File: src/rtl/cre_pkg.sv
package cre_pkg;
  localparam int PTR_W      = 8;
  localparam int WORD_W     = 32;
  localparam int MADDR_W    = 64;
  localparam int REG_A_W    = 3;
  localparam int ALIGN_BITS = 7;
  localparam int RST_BIT    = 15;

  localparam logic [REG_A_W-1:0] RA_SIZE    = 3'd0;
  localparam logic [REG_A_W-1:0] RA_BASE_LO = 3'd1;
  localparam logic [REG_A_W-1:0] RA_BASE_HI = 3'd2;
  localparam logic [REG_A_W-1:0] RA_RDPTR   = 3'd3;
  localparam logic [REG_A_W-1:0] RA_WRPTR   = 3'd4;
  localparam logic [REG_A_W-1:0] RA_CTRL    = 3'd5;

  typedef enum logic [1:0] {ST_IDLE, ST_WAIT, ST_SEND} fetchState_t;

  typedef struct packed {
    logic issueFetch;
    logic captureRsp;
    logic advanceRp;
  } ctrlStrobe_t;

  // Index mask for a size-select encoding
  function automatic logic [PTR_W-1:0] sizeMask(input logic [1:0] sel);
    case (sel)
      2'd0:    return 8'h01;
      2'd1:    return 8'h0F;
      default: return 8'hFF;
    endcase
  endfunction
endpackage

File: src/rtl/cre_ctrl.sv
module cre_ctrl
  import cre_pkg::*;
(
  input  logic        clk,
  input  logic        rstN,
  input  logic        canFetch,
  input  logic        memRspValid,
  input  logic        cmdReady,
  output ctrlStrobe_t strobe,
  output logic        cmdValid
);
  fetchState_t stateQ, stateD;

  always_comb begin
    stateD = stateQ;
    strobe = '0;
    case (stateQ)
      ST_IDLE: begin
        strobe.issueFetch = canFetch;
        if (canFetch) stateD = ST_WAIT;
      end
      ST_WAIT: begin
        strobe.captureRsp = memRspValid;
        if (memRspValid) stateD = ST_SEND;
      end
      ST_SEND: begin
        strobe.advanceRp = cmdReady;
        if (cmdReady) stateD = ST_IDLE;
      end
      default: stateD = ST_IDLE;
    endcase
  end

  always_ff @(posedge clk or negedge rstN) begin
    if (!rstN) stateQ <= ST_IDLE;
    else       stateQ <= stateD;
  end

  assign cmdValid = (stateQ == ST_SEND);
endmodule

File: src/rtl/cre_dpath.sv
module cre_dpath
  import cre_pkg::*;
#(
  parameter logic [2:0] SIZE_CAP = 3'b111,
  parameter bit         HAS_64   = 1'b1
) (
  input  logic               clk,
  input  logic               rstN,
  input  logic               regWrEn,
  input  logic [REG_A_W-1:0] regAddr,
  input  logic [WORD_W-1:0]  regWrData,
  output logic [WORD_W-1:0]  regRdData,
  input  ctrlStrobe_t        strobe,
  input  logic [WORD_W-1:0]  memRspData,
  output logic [MADDR_W-1:0] memAddr,
  output logic [WORD_W-1:0]  cmdData,
  output logic               canFetch,
  output logic               runBit,
  output logic               rstBit,
  output logic [PTR_W-1:0]   rdPtr,
  output logic [PTR_W-1:0]   wrPtr
);
  localparam logic [3:0] CAP_PAD = {1'b0, SIZE_CAP};
  localparam int IDX_PAD = MADDR_W - PTR_W - 2;

  logic [1:0]                   selQ;
  logic [WORD_W-1:ALIGN_BITS]   baseLoQ;
  logic [WORD_W-1:0]            baseHi;
  logic [PTR_W-1:0]             rpQ, wpQ, mask, nextIdx;
  logic [WORD_W-1:0]            cmdQ;
  logic                         runQ, rstQ;
  logic                         wrSize, wrBaseLo, wrBaseHi, wrRdPtr, wrWrPtr, wrCtrl;
  logic                         selOk, rstReq;

  assign wrSize   = regWrEn && (regAddr == RA_SIZE);
  assign wrBaseLo = regWrEn && (regAddr == RA_BASE_LO);
  assign wrBaseHi = regWrEn && (regAddr == RA_BASE_HI);
  assign wrRdPtr  = regWrEn && (regAddr == RA_RDPTR);
  assign wrWrPtr  = regWrEn && (regAddr == RA_WRPTR);
  assign wrCtrl   = regWrEn && (regAddr == RA_CTRL);

  assign mask    = sizeMask(selQ);
  assign nextIdx = (rpQ + 1'b1) & mask;
  assign selOk   = CAP_PAD[regWrData[1:0]];
  assign rstReq  = wrRdPtr && regWrData[RST_BIT];

  always_ff @(posedge clk or negedge rstN) begin
    if (!rstN) begin
      selQ    <= 2'd0;
      baseLoQ <= '0;
      runQ    <= 1'b0;
      rstQ    <= 1'b0;
      wpQ     <= '0;
    end else begin
      if (wrSize && !runQ && selOk) selQ <= regWrData[1:0];
      if (wrBaseLo && !runQ)        baseLoQ <= regWrData[WORD_W-1:ALIGN_BITS];
      if (wrRdPtr)                  rstQ <= regWrData[RST_BIT];
      if (wrWrPtr)                  wpQ <= regWrData[PTR_W-1:0] & mask;
      if (wrCtrl)                   runQ <= regWrData[0];
    end
  end

  // Read pointer: the reset phase holds it at zero and wins over advance
  always_ff @(posedge clk or negedge rstN) begin
    if (!rstN)                 rpQ <= '0;
    else if (rstReq || rstQ)   rpQ <= '0;
    else if (strobe.advanceRp) rpQ <= nextIdx;
  end

  always_ff @(posedge clk or negedge rstN) begin
    if (!rstN)                  cmdQ <= '0;
    else if (strobe.captureRsp) cmdQ <= memRspData;
  end

  generate
    if (HAS_64) begin : g_hi
      logic [WORD_W-1:0] hiQ;
      always_ff @(posedge clk or negedge rstN) begin
        if (!rstN)                 hiQ <= '0;
        else if (wrBaseHi && !runQ) hiQ <= regWrData;
      end
      assign baseHi = hiQ;
    end else begin : g_lo_only
      logic unusedHiWr;
      assign unusedHiWr = wrBaseHi;
      assign baseHi = '0;
    end
  endgenerate

  assign memAddr  = {baseHi, baseLoQ, {ALIGN_BITS{1'b0}}}
                  + {{IDX_PAD{1'b0}}, nextIdx, 2'b00};
  assign canFetch = runQ && !rstQ && (rpQ != wpQ);
  assign cmdData  = cmdQ;
  assign runBit   = runQ;
  assign rstBit   = rstQ;
  assign rdPtr    = rpQ;
  assign wrPtr    = wpQ;

  always_comb begin
    case (regAddr)
      RA_SIZE:    regRdData = {24'b0, 1'b0, SIZE_CAP, 2'b00, selQ};
      RA_BASE_LO: regRdData = {baseLoQ, {ALIGN_BITS{1'b0}}};
      RA_BASE_HI: regRdData = baseHi;
      RA_RDPTR:   regRdData = {16'b0, rstQ, 7'b0, rpQ};
      RA_WRPTR:   regRdData = {24'b0, wpQ};
      RA_CTRL:    regRdData = {31'b0, runQ};
      default:    regRdData = '0;
    endcase
  end
endmodule

File: src/rtl/cmd_ring_engine.sv
module cmd_ring_engine
  import cre_pkg::*;
#(
  parameter logic [2:0] SIZE_CAP = 3'b111,
  parameter bit         HAS_64   = 1'b1
) (
  input  logic        clk,
  input  logic        rstN,
  input  logic        regWrEn,
  input  logic [2:0]  regAddr,
  input  logic [31:0] regWrData,
  output logic [31:0] regRdData,
  output logic        memReq,
  output logic [63:0] memAddr,
  input  logic        memRspValid,
  input  logic [31:0] memRspData,
  output logic        cmdValid,
  input  logic        cmdReady,
  output logic [31:0] cmdData
);
  ctrlStrobe_t      strobe;
  logic             canFetch;
  logic             runBit, rstBit;
  logic [PTR_W-1:0] rdPtr, wrPtr;

  cre_ctrl u_ctrl (
    .clk         (clk),
    .rstN        (rstN),
    .canFetch    (canFetch),
    .memRspValid (memRspValid),
    .cmdReady    (cmdReady),
    .strobe      (strobe),
    .cmdValid    (cmdValid)
  );

  cre_dpath #(.SIZE_CAP(SIZE_CAP), .HAS_64(HAS_64)) u_dpath (
    .clk        (clk),
    .rstN       (rstN),
    .regWrEn    (regWrEn),
    .regAddr    (regAddr),
    .regWrData  (regWrData),
    .regRdData  (regRdData),
    .strobe     (strobe),
    .memRspData (memRspData),
    .memAddr    (memAddr),
    .cmdData    (cmdData),
    .canFetch   (canFetch),
    .runBit     (runBit),
    .rstBit     (rstBit),
    .rdPtr      (rdPtr),
    .wrPtr      (wrPtr)
  );

  assign memReq = strobe.issueFetch;
endmodule

File: config.mk
export PLATFORM = sky130hd
export DESIGN_NAME = cmd_ring_engine
export DESIGN_NICKNAME = d
export VERILOG_FILES = /design/src/rtl/cre_pkg.sv /design/src/rtl/cre_ctrl.sv /design/src/rtl/cre_dpath.sv /design/src/rtl/cmd_ring_engine.sv
export SDC_FILE = /design/constraint.sdc
export NUM_CORES = 1
export LEC_CHECK = 0
export ABC_AREA = 1
export BUFFER_PORTS_ARGS = -buffer_cell sky130_fd_sc_hd__buf_2
export CAP_MARGIN = 20
export CORE_MARGIN = 2
export CORE_UTILIZATION = 40
export DETAILED_ROUTE_END_ITERATION = 8
export GPL_TIMING_DRIVEN = 0
export PLACE_DENSITY = 0.72
export REMOVE_ABC_BUFFERS = 1
export SLEW_MARGIN = 20
export SYNTH_ARGS = -nofsm -noshare
export SYNTH_HDL_FRONTEND = slang
export SYNTH_SLANG_ARGS = --single-unit
File: constraint.sdc
create_clock -name clk -period 3 [get_ports clk]
set_clock_uncertainty 0.05 [all_clocks]
set_input_delay 0.3 -clock clk [delete_from_list [all_inputs] [get_ports clk]]
set_output_delay 0.3 -clock clk [all_outputs]
set_load 0.05 [all_outputs]
-- Yosys cells after proc, flatten, opt, wreduce, memory -nomap -nowiden
Cells that the tools add are included.
- output and inout bits: 130
- register bits: 111
- word-level logic and storage cells: 60
- reductions and logical operators: 21
- bitwise logic cells: 2
- equality and inequality tests: 12
- mux-type cells: 13
- magnitude comparators: 1
- add/sub/neg operators: 2
- operators by type and width (kind ; number):
    $pmux W32 S6 ; 1
    $add A64 B10 Y64 ; 1
    $and A8 B8 Y8 ; 2
    $mux W8 ; 2
    $pmux W8 S2 ; 1
    $logic_and A1 B1 Y1 ; 13
    $add A8 B1 Y8 const B ; 1
    $ne A8 B8 Y1 ; 1
    $eq A3 B2 Y1 const B ; 2
    $eq A3 B3 Y1 const B ; 2
    $mux W2 ; 3
    $pmux W2 S3 ; 1
    $eq A2 B1 Y1 const B ; 2
    $logic_not A2 Y1 ; 2
    $mux W1 ; 4
    $ne A2 B1 Y1 const B ; 2
    $eq A3 B1 Y1 const B ; 1
    $logic_not A3 Y1 ; 1
    $lt A2 B3 Y1 const B ; 1
    $reduce_and A3 Y1 ; 1
    $bmux W1 S2 ; 1
    $eq A2 B2 Y1 const B ; 1
    $logic_not A1 Y1 ; 2
    $ne A2 B2 Y1 const B ; 1
    2 further kinds ; 2

-- Longest topological paths before layout
Gate-level depths: netlist of the first run.
- depth after elaboration: 5
- gate-level depth with buffers: 18
- gate-level depth less buffers: 18

-- Hierarchy
From an unflattened synthesis of the first run, not the netlist that was laid out.
- cell total of the unflattened synthesis: 936
- area total of the unflattened synthesis: 6872.8 um^2
- modules (own cells, without submodules) (module ; sequential area each (um^2) ; instances ; cells each ; area each (um^2)):
    cre_dpath ; 2727.6 ; 1 ; 918 ; 6759.0
    cre_ctrl ; 50.0 ; 1 ; 18 ; 113.9

-- Least setup slack after synthesis of the first run
OpenSTA, ideal clock, no wires.
- kind: reg2out
- start: reg u_dpath.rpQ[0] (netlist: u_dpath.rdPtr[0])
- end: out memAddr[39]
- arrival: 2.798 ns
- setup slack: -0.148 ns
- cell stages (with the launch flop): 13
- cell sequence: dfrtp_1 > nand3_1 > nor2_1 > a21oi_1 > nor2_1 > ha_1 > fa_1 > nand2_1 > a21oi_4 > nand2_2 > nor2_2 > nand2_1 > xor2_1
- cells in the longest elaborated chain, start to end: 3
- RTL lines (item ; RTL line ; RTL):
    start, declared ; cre_dpath.sv:29 ; logic [PTR_W-1:0] rpQ, wpQ, mask, nextIdx;
    start signal, assigned ; cre_dpath.sv:67 ; else if (strobe.advanceRp) rpQ <= nextIdx;
    $add A8 B1 Y8 ; cre_dpath.sv:43 ; assign nextIdx = (rpQ + 1'b1) & mask;
    $and A8 B8 Y8 ; cre_dpath.sv:43 ;
    $add A64 B10 Y64 ; cre_dpath.sv:91 ; + {{IDX_PAD{1'b0}}, nextIdx, 2'b00};
    end, declared ; cmd_ring_engine.sv:14 ; output logic [63:0] memAddr,
No other way between the ends.

-- Worst setup path after layout of the first run
- start: reg u_dpath.rpQ[1] (netlist: u_dpath.rdPtr[1])
- end: out memAddr[32]
The elaborated chain is that of the path after synthesis.

==> flow_metrics.py, run 1 <==
metrics = {
    "layout": {
        "layout-drive-gt1-share_pct": 35.8,
        "fin_area_um2": 9720,
        "n_antenna_cell": 0,
        "syn_to_final_growth_pct": 40.4,
        "nFillCells": 1539,
        "fin_nets": 1257,
        "final_util_pct": 56.8,
    },
    "critical_path": {
        "worstSetupStartpointType": "flop",
        "r2r_slack_ns": 1.13,
        "cp-end-kind": "output port",
        "critPathMaxStageDelay_ns": 0.42,
        "r2r_start": "u_dpath.runBit",
        "cpMaxStageDelayCell": "dfrtp_2",
        "rr_endpoint": "u_dpath.baseHi[2]",
        "critical_path_class": "flop to output port",
        "cp_max_fo": 5,
        "worstRegToRegCells": 4,
        "crit_chain": "ha_4 -> nand2_2 -> inv_2 -> nand3_4 -> nor2_2 -> nand2_1 -> nand3_2 -> inv_2 -> buf_6 -> ha_4 -> nand3_4 -> nand3_4 -> nand2_4 -> nor2_4 -> nand2_2 -> xnor2_2 -> buf_6",
        "crit_start": "u_dpath.rdPtr[1]",
        "required_ns": 2.65,
        "path_common_cell": "nand3_4",
        "endpoint": "memAddr[32]",
        "cp.arrival_ns": 2.84,
    },
    "grt": {
        "overflow": 0,
        "grt_pass1_wl_um": 35900,
        "track_usage_pct": 25.7,
        "grt_pass1_vias": 6892,
        "grt_antenna_before_repair": 1,
        "grt_max_degree": 63,
    },
    "timing": {
        "setup_viol": 46,
        "relSlewSlack_pct": 41.2,
        "finalWorstSetupSlack_ns": -0.186,
        "max_freq_ghz": 0.314,
        "drv_slew": 0,
        "hold_viol": 0,
        "setup_tns_ns": -3.90,
        "worst_hold_slack_ns": 0.108,
        "period_needed_ns": 3.19,
        "rsz0062_at_grt": "yes",
        "post-route-period-util_pct": 106,
        "worst_pin_slew_ns": 0.878,
    },
    "drt": {
        "drt_wl_total_um": 24000,
        "detail_route.wl_per_cell_um": 17.0,
        "drt_iter0_markers": 488,
        "drcViolationCount": 0,
        "via_count": 7228,
        "dr.pass1.iters": 7,
        "via_per_inst": 5.13,
        "ant_nets": 0,
    },
    "synthesis": {
        "seq_area_frac_synth_pct": 40.1,
        "syn_area_per_cell_um2": 7.27,
        "yosys.area.top_type_share_pct": 40.1,
        "synth_ff_type": "dfrtp_1",
        "synth_seq_cells": 111,
        "yosys-top-cells-area": "dfrtp_1 40%, nand2_1 16%, nor2_1 6.3%, inv_1 5.8%, o21ai_0 5.6%",
        "yosysTopAreaCell": "dfrtp_1",
        "synth_edf_count": 0,
        "synth.cell_area_um2": 6920,
        "async_flop_share_pct": 100,
        "ys_warn_count": 0,
        "ys_types": 35,
        "syn_inst": 952,
    },
    "power": {
        "power.ir.vdd_worst_v": 0.000641,
        "seqPwrFrac_pct": 34.4,
        "combPwrFrac_pct": 48.7,
        "pwr-share-clk_pct": 17.0,
        "internal-power_uw": 3460,
        "p_switching_uw": 3340,
        "p_per_area_nw_per_um2": 700,
        "fin_total_pwr_uw": 6810,
        "netSwitchingFraction_pct": 49.1,
        "leakagePower_uw": 0.00470,
    },
    "die": {
        "num_rows": 48,
        "die_h_um": 136,
        "io_pins": 202,
        "die_w_um": 136,
        "die_area_um2": 18400,
        "start_util_pct": 40.5,
        "core-area_um2": 17100,
    },
    "clock_network": {
        "htreeDepth": 3,
        "cts_buffer_depth": 2,
        "clkSinkCount": 111,
        "clk_latency_ns": 0.35,
        "clk_pin_slew_ns": 0.08,
        "cts_buffers": 9,
        "cts-root-buf": "clkbuf_16",
        "cts_tree": "done",
    },
    "hold_path": {
        "hold_depth": 2,
        "min_path_type": "input port to flop",
    },
    "placement": {
        "hpwl_um": 18000,
        "dpl-instance-area_um2": 8160,
        "place_congestion": 0.976,
        "io_buffers": 199,
    },
    "job": {
        "drv_cap": 0,
    },
    "status": {
        "violations": "setup timing",
        "outcome": "finished, violations left",
    },
}
==> layout make-up <==
type | instances | area (um2) | share of cell area, %
Multi-Input combinational cell | 706 | 4290 | 44.1
Clock inverter | 6 | 45.0 | 0.463
Sequential cell | 111 | 2780 | 28.6
Clock buffer | 10 | 229 | 2.36
Inverter | 113 | 427 | 4.39
Timing Repair Buffer | 239 | 1670 | 17.2
Tap cell | 225 | 282 | 2.90
==> synthesized netlist by cell type (7+ instances only) <==
cell,instances
o21ai_1,15
nor2_2,10
o22ai_1,7
nor2_1,116
o21ai_0,77
xnor2_1,9
mux2_2,34
nand2_2,9
buf_2,16
inv_1,107
xor2_1,34
nand4_1,15
dfrtp_1,111
nand3_1,46
nand2_1,290
==> layout by cell type, fill, tap and decap left out, types with 4 or more instances in the layout <==
cell and n:
buf_4 44, nand3_4 6, nand2_1 261, inv_2 9, xnor2_2 6, inv_1 103
clkbuf_16 9, dfrtp_1 108, buf_6 43, nand3_2 15, nor2_4 19, mux2_2 34
buf_2 146, nand2_4 6, o21ai_1 14, nand4_1 15, nand2_2 30, nand3_1 28
o221ai_1 6, nor2_1 104, o22ai_1 7, ha_4 4, nor2_2 8, xor2_1 17
xor2_2 14, a21oi_1 5, o21ai_0 75
==> registers in the layout, indices dropped and copies added, names as in the netlist <==
signal           cells
u_dpath.baseLoQ     25
u_dpath.runBit       1
u_dpath.cmdData     32
u_dpath.selQ         2
u_dpath.rstBit       1
u_dpath.baseHi      32
u_dpath.rdPtr        8
u_dpath.wrPtr        8
u_ctrl.stateQ        2
==> power groups by stage <==
| stage | logic [uW] | registers (uW) | clock network, uW |
|---|---|---|---|
| after floorplan | 1540 | 2990 | 0 |
| final | 3310 | 2340 | 1160 |
| after detailed placement | 3040 | 2340 | 0 |
| after global routing | 3490 | 2390 | 1240 |
| after CTS | 3220 | 2320 | 1180 |
| after global placement | 2990 | 2320 | 0 |
==> worst max-delay path, delay by kind of cell, from the launching register on <==
| kind | cells | cell delay (ns) |
|---|---|---|
| buffers and inverters | 4 | 0.45 |
| XOR/XNOR | 1 | 0.20 |
| adder cells (fa/ha/maj) | 2 | 0.42 |
| flip-flops | 1 | 0.42 |
| AND/OR/NAND/NOR | 10 | 0.99 |
==> routing by layer <==
layer | global-route usage (%) | wire length [um] | share of wire [%]
met2 | 40.9 | 11300 | 47
met1 | 34.2 | 10000 | 42
met3 | 6.02 | 2130 | 8.9
met4 | 9.78 | 588 | 2.5
met5 | 0 | 0 | 0
==> cell families after synthesis <==
logic type / after synthesis / share of synthesized area [%]
AND/OR/NAND/NOR: 504 / 30.7
buffers and inverters: 136 / 7.77
AO/OA/AOI/OAI: 118 / 9.40
flip-flops: 111 / 40.1
XOR/XNOR: 43 / 5.44
multiplexers: 34 / 5.53
adder cells (fa/ha/maj): 5 / 1.01
other: 1 / 0.0542
==> worst min path at each step <==
stage,from,end,slack [ns]
6_report,cmdReady,u_ctrl.stateQ[1],0.11
5_1_grt,cmdReady,u_ctrl.stateQ[1],0.09
4_1_cts,cmdReady,u_ctrl.stateQ[1],0.1
3_5_place_dp,rstN,u_dpath.baseLoQ[28],0.24
3_3_place_gp,u_dpath.cmdData[28],u_dpath.cmdData[28],0.43
2_1_floorplan,rstN,u_ctrl.stateQ[0],-0.05
==> repair_timing <==
action	in CTS	in global routing
setup buffers	19	18
endpoints found under the hold margin	55	0
gates cloned	0	0
hold buffers	1	0
pin swaps	34	50
gates resized for setup	156	82
setup endpoints to repair	55	54
==> stage by stage <==
step                std cells  setup slack (ns)
floorplan                 930            -0.146
global placement         1354            -0.526
detailed placement       1356            -0.556
CTS                      1392            -0.183
global route             1410            -0.312
finish                   1410            -0.186
No activity file was read; power rests on OpenSTA's default activity.
==> run 2: changes to the inputs <==
CTS_CLUSTER_SIZE = 28   (was unset)
PLACE_DENSITY = 0.65   (was 0.72)
==> run 2 against run 1 <==
  * The run still ends with setup timing left
  * Highest routed layer is now met5
  * Flip-flop and latch count unchanged
  * Count of clock-buffer cells in the layout decreased by 1
  * First-iteration DRC count increased by 7.2%
  * Sequential share of layout area decreased by 0.081 points
==> flow_metrics.py, run 2 (same netlist as run 1, synthesis figures left out) <==
metrics = {
    "timing": {
        "max_freq_ghz": 0.309,
        "worst_pin_slew_ns": 0.914,
        "period_needed_ns": 3.24,
        "relSlewSlack_pct": 38.8,
        "finalWorstSetupSlack_ns": -0.240,
        "post-route-period-util_pct": 108,
        "setup_tns_ns": -5.15,
        "rsz0062_at_grt": "yes",
        "hold_viol": 0,
        "drv_slew": 0,
        "setup_viol": 44,
    },
    "layout": {
        "multiInputGateArea_um2": 4240,
        "syn_to_final_growth_pct": 40.8,
        "layout-drive-gt1-share_pct": 35.8,
        "fin_area_um2": 9750,
        "final_common_cell": "nand2_1",
        "final_util_pct": 57.0,
        "seq_area_um2": 2780,
        "n_antenna_cell": 0,
        "nFillCells": 1595,
        "layout_common_cells": "265 x nand2_1, 143 x buf_2, 108 x dfrtp_1",
        "fin_nets": 1260,
    },
    "critical_path": {
        "critical_path_class": "flop to output port",
        "worstSetupStartpointType": "flop",
        "r2r_slack_ns": 1.04,
        "rr_endpoint": "u_dpath.baseLoQ[8]",
        "r2r_start": "u_dpath.runBit",
        "cp-end-kind": "output port",
        "cp_max_fo": 5,
        "required_ns": 2.65,
        "worstRegToRegCells": 3,
        "cp.arrival_ns": 2.89,
    },
    "clock_network": {
        "clkSinkCount": 111,
        "clk_latency_ns": 0.36,
        "clk_pin_slew_ns": 0.08,
        "cts_buffer_depth": 2,
        "htreeDepth": 3,
        "cts_tree": "done",
        "cts-root-buf": "clkbuf_16",
        "cts_buffers": 9,
    },
    "grt": {
        "overflow": 0,
        "grt_max_degree": 63,
        "track_usage_pct": 26.2,
        "grt_pass1_vias": 7076,
        "grt_antenna_before_repair": 1,
        "grt_pass1_wl_um": 37000,
    },
    "drt": {
        "ant_nets": 0,
        "drt_iter0_markers": 523,
        "dr.pass1.iters": 5,
        "drt_wl_total_um": 24600,
        "drcViolationCount": 0,
        "via_per_inst": 5.21,
        "via_count": 7367,
        "detail_route.wl_per_cell_um": 17.4,
    },
    "die": {
        "die_h_um": 136,
        "num_rows": 48,
        "io_pins": 202,
        "start_util_pct": 40.5,
        "die_w_um": 136,
        "die_area_um2": 18400,
        "core-area_um2": 17100,
    },
    "placement": {
        "pre_cts_ws_ns": -0.517,
        "io_buffers": 199,
        "place_congestion": 0.951,
        "dpl-instance-area_um2": 8160,
        "hpwl_um": 18100,
    },
    "hold_path": {
        "holdPathEnd": "u_ctrl.stateQ[1]",
        "min_path_type": "input port to flop",
        "min_from": "cmdReady",
        "hold_depth": 2,
    },
    "power": {
        "fin_total_pwr_uw": 6990,
        "leakagePower_uw": 0.00472,
        "power.ir.vdd_worst_v": 0.000842,
        "p_per_area_nw_per_um2": 717,
    },
    "status": {
        "violations": "setup timing",
        "outcome": "finished, violations left",
    },
    "job": {
        "drv_cap": 0,
    },
}
run 2: worst max-delay path by stage:
stage / start / to / slack [ns] / depth (start not counted)
global placement: u_dpath.rdPtr[0] / memAddr[39] / -0.54 / 13
detailed placement: u_dpath.rdPtr[0] / memAddr[39] / -0.52 / 13
global route: u_dpath.rdPtr[1] / memAddr[21] / -0.31 / 16
CTS: u_dpath.rdPtr[1] / memAddr[39] / -0.18 / 16
finish: u_dpath.rdPtr[0] / memAddr[39] / -0.24 / 15
floorplan: u_dpath.rdPtr[0] / memAddr[39] / -0.15 / 12
run 2: metal layers:
layer	vias to the layer above	track usage (%)	part of all wire, %
li1	3477	-	-
met1	3520	35.4	42
met2	326	42.5	47
met3	42	4.60	8.0
met4	2	9.32	2.5
met5	-	0	0.065
run 2: report_power, final:
| group | switching, uW | internal, uW |
|---|---|---|
| Clock | 636 | 677 |
| Sequential | 445 | 1910 |
| Combinational | 2330 | 989 |
| Total | 3410 | 3570 |
run 2: what timing repair did:
item | in CTS | in global routing
hold endpoints to repair | 51 | 0
hold buffers | 1 | 0
setup endpoints to repair | 55 | 54
resized for setup | 154 | 82
buffers inserted | 29 | 16
pin swaps | 33 | 37
run 2: final cells by class:
| cell class | count | area share (%) |
|---|---|---|
| well taps | 225 | 2.89 |
| flip-flops and latches | 111 | 28.5 |
| multi-input cells | 706 | 43.5 |
| clock inverters | 7 | 0.988 |
| repair buffers | 242 | 17.4 |
| inverters | 113 | 4.39 |
| clock buffers | 9 | 2.31 |
run 2: metrics by stage:
step | hold slack (ns) | std cells
floorplan | -0.0456 | 930
global placement | 0.433 | 1354
detailed placement | 0.226 | 1356
CTS | 0.0909 | 1402
global route | 0.105 | 1413
finish | 0.0996 | 1413
run 2: critical path, stage by stage, from the launching register on:
cell	delay [ns]
dfrtp_2	0.46
nand3_2	0.13
buf_4	0.14
inv_2	0.04
nand3_1	0.08
nand2_2	0.07
nor2_4	0.18
ha_4	0.17
clkinvlp_4	0.18
a21oi_4	0.21
buf_12	0.15
nand2_4	0.08
nor2_4	0.15
nand2_2	0.09
xor2_2	0.21
buf_6	0.19
